--- src/rtl/pfd_pkg.sv ---
package pfd_pkg;

    typedef enum logic [1:0] {
        PUMP_HOLD = 2'b00,
        PUMP_UP   = 2'b01,
        PUMP_DN   = 2'b10
    } pump_cmd_e;

    typedef enum logic [1:0] {
        ST_IDLE     = 2'b00,
        ST_LEAD_REF = 2'b01,
        ST_LEAD_FB  = 2'b10
    } pfd_state_e;

endpackage

--- src/rtl/pfd_edge_sync.sv ---
module pfd_edge_sync #(
    parameter int STAGES = 2
) (
    input  logic clk,
    input  logic rst_n,
    input  logic sig_in,
    output logic rise_o
);

    // chain_q[0..STAGES-1] synchronize, chain_q[STAGES] is the previous level
    logic [STAGES:0] chain_q;

    always_ff @(posedge clk) begin
        if (!rst_n) begin
            chain_q <= '0;
        end else begin
            chain_q <= {chain_q[STAGES-1:0], sig_in};
        end
    end

    assign rise_o = chain_q[STAGES-1] & ~chain_q[STAGES];

endmodule

--- src/rtl/pfd_flag_fsm.sv ---
module pfd_flag_fsm
    import pfd_pkg::*;
(
    input  logic      clk,
    input  logic      rst_n,
    input  logic      ref_rise,
    input  logic      fb_rise,
    output pump_cmd_e cmd_o,
    output logic      active_o,
    output logic      lead_fb_o,
    output logic      close_o
);

    pfd_state_e state_q;
    pfd_state_e state_d;

    // state register
    always_ff @(posedge clk) begin
        if (!rst_n) begin
            state_q <= ST_IDLE;
        end else begin
            state_q <= state_d;
        end
    end

    // transitions
    always_comb begin
        state_d = state_q;
        close_o = 1'b0;
        unique case (state_q)
            ST_IDLE: begin
                if (ref_rise && !fb_rise) begin
                    state_d = ST_LEAD_REF;          // T_REF_LEADS
                end else if (fb_rise && !ref_rise) begin
                    state_d = ST_LEAD_FB;           // T_FB_LEADS
                end                                 // T_BOTH_SAME: stay
            end
            ST_LEAD_REF: begin
                if (fb_rise) begin
                    state_d = ST_IDLE;              // T_FB_CATCHES
                    close_o = 1'b1;
                end
            end
            ST_LEAD_FB: begin
                if (ref_rise) begin
                    state_d = ST_IDLE;              // T_REF_CATCHES
                    close_o = 1'b1;
                end
            end
            default: begin
                state_d = ST_IDLE;
            end
        endcase
    end

    // outputs
    always_comb begin
        unique case (state_q)
            ST_LEAD_REF: cmd_o = PUMP_UP;
            ST_LEAD_FB:  cmd_o = PUMP_DN;
            default:     cmd_o = PUMP_HOLD;
        endcase
        active_o  = (state_q != ST_IDLE);
        lead_fb_o = (state_q == ST_LEAD_FB);
    end

endmodule

--- src/rtl/pfd_width_meter.sv ---
module pfd_width_meter #(
    parameter int CNT_W = 16
) (
    input  logic             clk,
    input  logic             rst_n,
    input  logic             active_i,
    input  logic             lead_fb_i,
    input  logic             close_i,
    output logic             pw_valid_o,
    output logic [CNT_W-1:0] pw_count_o,
    output logic             pw_is_down_o
);

    localparam logic [CNT_W-1:0] CNT_MAX = '1;

    logic [CNT_W-1:0] run_q;
    logic [CNT_W-1:0] run_inc;

    assign run_inc = (run_q == CNT_MAX) ? CNT_MAX : run_q + 1'b1;

    // running count of cycles already spent in the active state
    always_ff @(posedge clk) begin
        if (!rst_n) begin
            run_q <= '0;
        end else if (close_i || !active_i) begin
            run_q <= '0;
        end else begin
            run_q <= run_inc;
        end
    end

    // report latched at the closing edge
    always_ff @(posedge clk) begin
        if (!rst_n) begin
            pw_valid_o   <= 1'b0;
            pw_count_o   <= '0;
            pw_is_down_o <= 1'b0;
        end else begin
            pw_valid_o <= close_i;
            if (close_i) begin
                pw_count_o   <= run_inc;
                pw_is_down_o <= lead_fb_i;
            end
        end
    end

endmodule

--- src/rtl/pfd_pump.sv ---
module pfd_pump
    import pfd_pkg::*;
#(
    parameter int SYNC_STAGES = 2,
    parameter int CNT_W       = 16
) (
    input  logic             clk,
    input  logic             rst_n,
    input  logic             ref_in,
    input  logic             fb_in,
    output logic [1:0]       pump_cmd,
    output logic             pw_valid,
    output logic [CNT_W-1:0] pw_count,
    output logic             pw_is_down
);

    localparam int NUM_CHAN = 2;   // index 0 reference, 1 feedback

    logic [NUM_CHAN-1:0] raw_in;
    logic [NUM_CHAN-1:0] rise;
    pump_cmd_e           cmd;
    logic                active;
    logic                lead_fb;
    logic                close_evt;

    assign raw_in = {fb_in, ref_in};

    for (genvar g = 0; g < NUM_CHAN; g++) begin : g_chan
        pfd_edge_sync #(
            .STAGES (SYNC_STAGES)
        ) u_sync (
            .clk    (clk),
            .rst_n  (rst_n),
            .sig_in (raw_in[g]),
            .rise_o (rise[g])
        );
    end

    pfd_flag_fsm u_fsm (
        .clk       (clk),
        .rst_n     (rst_n),
        .ref_rise  (rise[0]),
        .fb_rise   (rise[1]),
        .cmd_o     (cmd),
        .active_o  (active),
        .lead_fb_o (lead_fb),
        .close_o   (close_evt)
    );

    pfd_width_meter #(
        .CNT_W (CNT_W)
    ) u_meter (
        .clk          (clk),
        .rst_n        (rst_n),
        .active_i     (active),
        .lead_fb_i    (lead_fb),
        .close_i      (close_evt),
        .pw_valid_o   (pw_valid),
        .pw_count_o   (pw_count),
        .pw_is_down_o (pw_is_down)
    );

    assign pump_cmd = cmd;

endmodule

--- config.mk ---
export PLATFORM = sky130hd
export DESIGN_NAME = pfd_pump
export DESIGN_NICKNAME = d
export VERILOG_FILES = /design/src/rtl/pfd_pkg.sv /design/src/rtl/pfd_edge_sync.sv /design/src/rtl/pfd_flag_fsm.sv /design/src/rtl/pfd_width_meter.sv /design/src/rtl/pfd_pump.sv
export SDC_FILE = /design/constraint.sdc
export NUM_CORES = 1
export LEC_CHECK = 0
export CAP_MARGIN = 10
export CORE_MARGIN = 3
export CORE_UTILIZATION = 41
export CTS_CLUSTER_SIZE = 30
export DETAILED_ROUTE_END_ITERATION = 6
export SLEW_MARGIN = 20
export SYNTH_ARGS = -nofsm -noshare
export SYNTH_HDL_FRONTEND = slang
export SYNTH_SLANG_ARGS = --single-unit
export TNS_END_PERCENT = 50
--- constraint.sdc ---
create_clock -name clk -period 2.15 [get_ports clk]
set_input_delay 0.215 -clock clk [delete_from_list [all_inputs] [get_ports clk]]
set_output_delay 0.215 -clock clk [all_outputs]
set_load 0.02 [all_outputs]
# Word level (Yosys, flattened, before mapping)
# Index checks and enable logic that the tools add are counted.
# totals
register_bits,42
latchBits,0
n_memories,0
rom_bits,0
in_bits,4
ramBits,0
word_cells,39
output_inout_bits,20
# classes
shift,0
n_div,0
bitwise_logic,5
n_reduce_logical,10
magnitude_cmp,0
eq_ne,6
add_sub_neg,1
muxes,10
n_mul,0
# op_table
op,n
$add 16x1->16 const B,1
$eq 16x16->1 const B,1
$mux 16,1
$mux 2,4
$pmux 2 s3,1
$pmux 2 s2,1
$logic_not 1->1,3
$ne 3x1->1 const B,1
$not 1->1,3
$reduce_and 3->1,1
$and 1x1->1,2
$eq 2x1->1 const B,1
$eq 2x2->1 const B,1
$logic_and 1x1->1,2
$logic_not 2->1,1
$mux 1,2
$ne 2x1->1 const B,1
$ne 2x2->1 const B,1
$pmux 1 s2,1
$reduce_bool 2->1,1
$reduce_or 2->1,1
$logic_or 1x1->1,1

# Longest topological paths before layout
# Gate-level depths: netlist of the first run.
# depth
depth_word,7
ltp_mapped,7
depth_no_buf,6

# Hierarchy
# Synthesis of the first run repeated with hierarchy kept, for this count alone.
# unflattened
cells_unflattened,187
area_unflattened_um2,1815.5
# modules_own_cells
mod,area_each_um2,instances,cells_per_inst,seq_area_each_um2
pfd_width_meter,1428.9,1,151,680.7
pfd_flag_fsm,201.4,1,22,40.0
pfd_edge_sync,92.6,2,7,60.1

# Worst setup path after synthesis of the first run
# Ideal clock, no wire load.
# synth_timing
kind,register to register
from,register u_fsm.state_q[1]
to,register u_meter.run_q[0]
synth_period_minus_slack_ns,1.828
required_ns,2.079
stages_incl_launch_ff,8
arrival_ns,1.757
setup_ns,0.071
n_path_buf,1
path_slack_ns,0.322
path_cell_list,dfxtp_1 > inv_1 > ha_1 > and3b_1 > o21ai_1 > nand3b_1 > clkbuf_1 > a21oi_1
# synth_between
elab_chain_cells,4
word_cells_on_any_way,7
classes_between,2 x eq/ne; 1 x mux; 4 x reduce/logical
# synth_lines
element,line_no,rtl
start: declaration,pfd_flag_fsm.sv:14,pfd_state_e state_q;
start signal: assignment,pfd_flag_fsm.sv:22,state_q <= state_d;
"$eq 2x2->1, or another cell as far along",pfd_flag_fsm.sv:30,unique case (state_q)
$pmux 1 s2 or $logic_not 1->1 (tied branches),"pfd_flag_fsm.sv:30, pfd_width_meter.sv:25",
$logic_or 1x1->1 (*),pfd_width_meter.sv:25,end else if (close_i || !active_i) begin
$reduce_or 2->1 (no line) (*),--,
end signal: assignment,pfd_width_meter.sv:28,run_q <= run_inc;
end: declaration,pfd_width_meter.sv:16,logic [CNT_W-1:0] run_q;
# Mark *: on every way between the ends. The rest lies on a longest branch, timed or not.
# A chain may end at the register's enable or synchronous reset.

# Final worst setup path of the first run
# layout_timing
from,register u_meter.run_q[0]
to,register u_meter.pw_count_o[12]
# layout_between
elab_chain_cells,2
word_cells_on_any_way,3
classes_between,1 x add/sub; 1 x eq/ne; 1 x mux
# layout_lines
element,line_no,rtl
$add 16x1->16 or $eq 16x16->1 (tied branches),pfd_width_meter.sv:19,assign run_inc = (run_q == CNT_MAX) ? CNT_MAX : run_q + 1'b1;
$mux 16 (*),pfd_width_meter.sv:19,
end signal: assignment,pfd_width_meter.sv:41,pw_count_o <= run_inc;
end: declaration,pfd_width_meter.sv:10,"output logic [CNT_W-1:0] pw_count_o,"
# Marks and branches as above.

==> results of run 1 <==
## logic make-up (layout without fill, tap and decap cells)
group | Yosys count | after routing | synth area share [%]
compound gates | 64 | 64 | 22.8
xor+xnor | 6 | 6 | 2.94
fa+ha+maj | 4 | 4 | 2.80
buf+inv | 17 | 40 | 4.20
flops | 42 | 42 | 47.1
mux | 1 | 1 | 0.561
simple gates | 61 | 61 | 19.6
## placed cells by master, fill, tap and decap left out, drive strengths merged, types with 3 or more instances in the layout
cell type	count
and2	6
clkdlybuf4s50	23
a31oi	7
a21boi	3
clkbuf	5
inv	6
o21ai	20
buf	4
a211oi	4
nor2	13
nand2	8
dfxtp	42
and3	3
nor3	6
nand4	3
a311oi	4
a21oi	16
ha	4
nand3	10
xnor2	5
## power by group through the flow
stage                     Sequential (W)  Clock [W]  Combinational, W
after floorplan                 0.000811          0         0.0000420
after global placement          0.000811          0         0.0000634
after detailed placement        0.000811          0         0.0000653
after CTS                       0.000793   0.000491         0.0000659
after global routing            0.000795   0.000518         0.0000728
final                           0.000793   0.000477         0.0000658
## per-stage QoR
| stage | std cells | power, W | util (%) | setup slack (ns) |
|---|---|---|---|---|
| 3_5_place_dp | 261 | 0.000877 | 50.3 | 0.0624 |
| 4_1_cts | 268 | 0.00135 | 52.2 | 0.0419 |
| 3_3_place_gp | 261 | 0.000874 | 50.3 | 0.192 |
| 6_report | 268 | 0.00134 | 52.3 | 0.217 |
| 5_1_grt | 268 | 0.00139 | 52.3 | 0.0936 |
| 2_1_floorplan | 195 | 0.000853 | - | 0.322 |
## registers in the layout, summed over array words and instances, names as in the netlist
signal,cells
g_chan.u_sync.chain_q,6
u_fsm.state_q,2
u_meter.pw_count_o,16
u_meter.pw_is_down_o,1
u_meter.pw_valid_o,1
u_meter.run_q,16
## worst max path at each step
| stage | endpoint | cells after the start | slack, ns |
|---|---|---|---|
| 4_1_cts | u_meter.pw_count_o[14] | 6 | 0.04 |
| 2_1_floorplan | u_meter.run_q[0] | 7 | 0.32 |
| 6_report | u_meter.pw_count_o[12] | 6 | 0.22 |
| 5_1_grt | u_meter.pw_count_o[12] | 6 | 0.09 |
| 3_5_place_dp | u_meter.pw_count_o[14] | 6 | 0.06 |
| 3_3_place_gp | u_meter.pw_count_o[14] | 6 | 0.19 |
## worst max-delay path, cell delays in order, from the launching register on
cell,delay (ns)
dfxtp_1,0.42
ha_1,0.23
nand3_1,0.19
nor4_4,0.31
buf_4,0.24
mux2i_1,0.31
o21ai_0,0.12
## layout make-up
| type | instances | area [um2] |
|---|---|---|
| inverters | 6 | 22.5 |
| multi-input cells | 136 | 871 |
| repair buffers | 27 | 260 |
| clock buffers | 5 | 68.8 |
| fillers | 372 | 1950 |
| flip-flops and latches | 42 | 841 |
| well taps | 50 | 62.6 |
| clock inverters | 2 | 10.0 |
## layer usage
metal | track usage, % | routed length, um | share of wire, % | up-vias
met5 | 0 | 0 | 0 | -
met4 | 6.26 | 58 | 1.5 | 0
met3 | 4.02 | 174 | 4.5 | 6
met2 | 27.0 | 1820 | 47 | 42
met1 | 19.5 | 1800 | 47 | 705
li1 | - | - | - | 751
## repair_timing
action / 4_1_cts / 5_1_grt
setup endpoints to repair: 0 / 17
resized for setup: 0 / 1
endpoints found under the hold margin: 0 / 0
==> out/results.ini, run 1 <==
[status]
outcome=finished, final reports clean

[floorplan]
die_x_um=72.0
initial_core_util_pct=43.7
die_area_um2=5180
fp.dieH_um=72.0
rows=23
fp.coreArea_um2=4090
pin_count=24

[synthesis]
syn_inst=195
yosysSeqAreaShare_pct=47.1
yosys.area.top_type=dfxtp_1
synth_ff_type=dfxtp_1
yosys.cell_count.top_type=dfxtp_1
yosys-top-cells-area=dfxtp_1 (47%), o21ai_0 (5.3%), a21oi_1 (4.5%)
ys_async_sr_fraction_pct=0
syn_area_um2=1790
ys_ff_latch=42
synth_edf_count=0
ys_types=42
synth_commonest_cells=dfxtp_1 (42), o21ai_0 (19), a21oi_1 (16)
yosysTopAreaCellShare_pct=47.1
synth_nets=203
ys_warn_count=0
avgSynthCellArea_um2=9.16

[power_and_ir_drop]
power_frac_comb_pct=4.9
p_sw_w=0.000301
clkPwrFrac_pct=35.7
power.density_nw_per_um2=626
seqPwrFrac_pct=59.4
p_sw_share_pct=22.5
p_leak_nw=0.727
peakVddDrop_mv=0.398
p_int_w=0.00104

[critical_path]
r2r_end=u_meter.pw_count_o[12]
rrSetupSlack_ns=0.22
crit_path_start=u_meter.run_q[0]
path_class=register to register
reg2reg_depth=6
path_max_fanout=12
cp.required_ns=2.33
crit_arrival_ns=2.11
cp-start-kind=register
worstSetupEndpointType=register
timing.rr.start=u_meter.run_q[0]

[timing]
setup_viol=0
maxSlewViolCount=0
finClkSkew_ns=0.00348
period_share_pct=89.9
relSlewSlack_pct=66.4
rsz0062_at_grt=no
fmax_mhz=517
holdWs_ns=0.437
worst_pin_slew_ns=0.503
setup_tns_ns=0
period_minus_slack_ns=1.93
final-hold-violation-count=0

[clocking]
htreeDepth=2
clockBufferDepth=2
postCtsSetupRepairBufs=0
clkTransAtPathRegs_ns=0.08
postCtsHoldBufs=0
cts_sinks=42
root_buffer=clkbuf_8
cts_made_buffers=5
cts_tree=built
clock_latency_ns=0.29

[place]
numPortBuffers=23
gp_congestion=0.843
dp_hpwl_um=2760
placed_cell_area_um2=2060

[cells_and_area]
final_cell_area_um2=2140
final_nets=226
antenna_cells=0
synthToLayoutAreaGrowth_pct=19.6
drive_above_1_share_pct=9.17

[global_routing]
grt_pass1_wl_um=6530
grt_max_degree=31
grt_pass1_vias=1461
grt_overflow=0
grt_usage_pct=16.0
antenna_found_initial=0

[route]
initialDrtViolationCount=147
first_pass_iters=4
wl_per_cell_um=14.4
via_count=1504
drt-total-wl_um=3850
drc=0
drt-vias-per-instance=5.61
ant_nets=0

[min_path]
hold_depth=1
hold_end=g_chan[1].u_sync.chain_q[1]
holdCritStartpoint=g_chan[1].u_sync.chain_q[0]
min_path_type=register to register

[flow_run]
drv_cap=0

Note: power is estimated with default switching activity, not from simulation.
==> run 2: changes to the inputs <==
--- a/config.mk
+++ b/config.mk
@@ -13,5 +13,6 @@
 export SLEW_MARGIN = 20
 export SYNTH_ARGS = -nofsm -noshare
 export SYNTH_HDL_FRONTEND = slang
+export SYNTH_HIERARCHICAL = 1
 export SYNTH_SLANG_ARGS = --single-unit
 export TNS_END_PERCENT = 50
==> out/results.ini, run 2 <==
[status]
outcome=finished, final reports clean

[power_and_ir_drop]
clkPwrFrac_pct=33.0
p_sw_w=0.000424
power.density_nw_per_um2=727
p_int_w=0.00117
seqPwrFrac_pct=51.9
peakVddDrop_mv=0.619
p_leak_nw=0.776
power_frac_comb_pct=15.1
p_sw_share_pct=26.6

[min_path]
min_path_type=register to register

[critical_path]
path_max_fanout=12
path_class=register to register
cp.required_ns=2.35
worstSetupEndpointType=register
crit_arrival_ns=2.04
slowest_delay_ns=0.38
crit_buf_inv=3
crit_chain=inv_1, ha_1, a22oi_1, nor2b_2, inv_1, nand3_1, buf_4, a211oi_1
crit_top_cell=inv_1
cp-start-kind=register
slowest_stage=dfxtp_1
cpLargestDelayFamily=buffers and inverters

[timing]
setup_viol=0
relSlewSlack_pct=74.7
maxSlewViolCount=0
setup_tns_ns=0
period_share_pct=85.4
period_minus_slack_ns=1.84
fmax_mhz=545
final-hold-violation-count=0
finClkSkew_ns=0.00839
rsz0062_at_grt=no
worst_pin_slew_ns=0.379

[clocking]
htreeDepth=2
cts.repair.resized=0
root_buffer=clkbuf_8
cts_sinks=42
cts_made_buffers=5
postCtsSetupRepairBufs=0
clkTransAtPathRegs_ns=0.08
cts_tree=built
clockBufferDepth=2
postCtsHoldBufs=0
clock_latency_ns=0.29

[global_routing]
grt_pass1_vias=1444
grt_usage_pct=16.2
use_met1_pct=20.7
grt_pass1_wl_um=6700
grt_overflow=0
met3_usage_pct=3.88
global_route.usage.met2_pct=26.0
grt_max_degree=33
antenna_found_initial=0
busiest_layer=met2

[synthesis]
avgSynthCellArea_um2=9.71
ys_ff_latch=42
yosys-top-cells-area=dfxtp_1 (46%), ha_1 (4.8%), a21oi_1 (4.4%)
ys_warn_count=6
syn_inst=187
yosys.area.top_type=dfxtp_1
yosysTopAreaCellShare_pct=46.3
synth_edf_count=0
synth_ff_type=dfxtp_1
yosys.cell_count.top_type=dfxtp_1
syn_area_um2=1820
ys_types=40
synth_commonest_cells=dfxtp_1 (42), a21oi_1 (16), o21ai_0 (15)
ys_async_sr_fraction_pct=0
yosysSeqAreaShare_pct=46.3
synth_nets=198

[route]
ant_nets=0
via_count=1462
drt-vias-per-instance=5.54
first_pass_iters=4
wl_per_cell_um=14.5
drt-total-wl_um=3820
initialDrtViolationCount=94
drc=0

[floorplan]
die_area_um2=5260
fp.dieH_um=72.5
pin_count=24
initial_core_util_pct=43.8
rows=23
fp.coreArea_um2=4140
die_x_um=72.5

[cells_and_area]
synthToLayoutAreaGrowth_pct=21.1
final_common_cell=dfxtp_1
largestRegisters=u_meter/pw_count_o: 16 flops, u_meter/run_q: 16 flops, g_chan.u_sync/chain_q: 6 flops
post-route-util_pct=53.0
antenna_cells=0
final_nets=224
drive_above_1_share_pct=14.0
final_cell_mix=dfxtp_1 (42), clkdlybuf4s50_1 (23), a21oi_1 (16), o21ai_0 (15), nor2_1 (11)

[place]
dp_hpwl_um=2750
numPortBuffers=23
gp_congestion=0.866

[flow_run]
drv_cap=0

==> run 2: final timing paths <==
check / start / endpoint / slack [ns] / cells after the start
setup reg to reg: u_fsm/state_q[0] / u_meter/run_q[8] / 0.31 / 8
setup / recovery: u_fsm/state_q[0] / u_meter/run_q[8] / 0.31 / 8
hold / removal: g_chan[0].u_sync/chain_q[0] / g_chan[0].u_sync/chain_q[1] / 0.45 / 1
hold reg to reg: g_chan[0].u_sync/chain_q[0] / g_chan[0].u_sync/chain_q[1] / 0.45 / 1
==> run 2: per-stage QoR <==
step           total power (W)  instances  setup WS (ns)  hold WS, ns  cell area, um2
4_1_cts                0.00162        264          0.326        0.457            2200
3_3_place_gp           0.00108        256          0.458        0.416            2100
2_1_floorplan          0.00101        187          0.373        0.337            1820
3_5_place_dp           0.00109        256          0.366        0.434            2100
6_report               0.00160        264          0.315        0.446            2200
5_1_grt                0.00169        264          0.142        0.478            2200
==> run 2: kinds of logic (layout without fill, tap and decap cells) <==
family	after synthesis	count (layout)	share of synthesized area, %
buffers and inverters	17	44	3.93
muxes	4	4	2.21
and+or+nand+nor	55	55	20.8
xor gates and xnor gates	8	8	3.86
DFF	42	42	46.3
adders and majority gates	7	7	4.82
AOI/OAI and AO/OA	54	54	18.1
==> run 2: worst reg2reg max path: cells and delay by family (launching register included) <==
family	cells	cell delay, ns
flip-flops	1	0.38
AND/OR/NAND/NOR	2	0.26
adder cells (fa/ha/maj)	1	0.24
AO/OA/AOI/OAI	2	0.38
buffers and inverters	3	0.47
==> run 2: metal layers <==
metal / up-vias / wire length (um) / part of all wire (%)
li1: 718 / - / -
met2: 38 / 1790 / 47
met5: - / 0 / 0
met3: 6 / 175 / 4.6
met4: 0 / 55 / 1.4
met1: 700 / 1800 / 47
==> run 2: final cells by class <==
type                            count  area [um2]
Sequential cell                    42         841
Fill cell                         391        1950
Tap cell                           50        62.6
Timing Repair Buffer               27         260
Clock buffer                        6        82.6
Clock inverter                      2        12.5
Inverter                            9        33.8
Multi-Input combinational cell    128         906
==> run 2: power by group through the flow <==
stage	clock network (W)	logic, W	registers (W)
final	0.000527	0.000242	0.000829
after global routing	0.000594	0.000265	0.000835
after CTS	0.000546	0.000244	0.000829
after detailed placement	0	0.000242	0.000848
after global placement	0	0.000231	0.000846
after floorplan	0	0.000153	0.000852
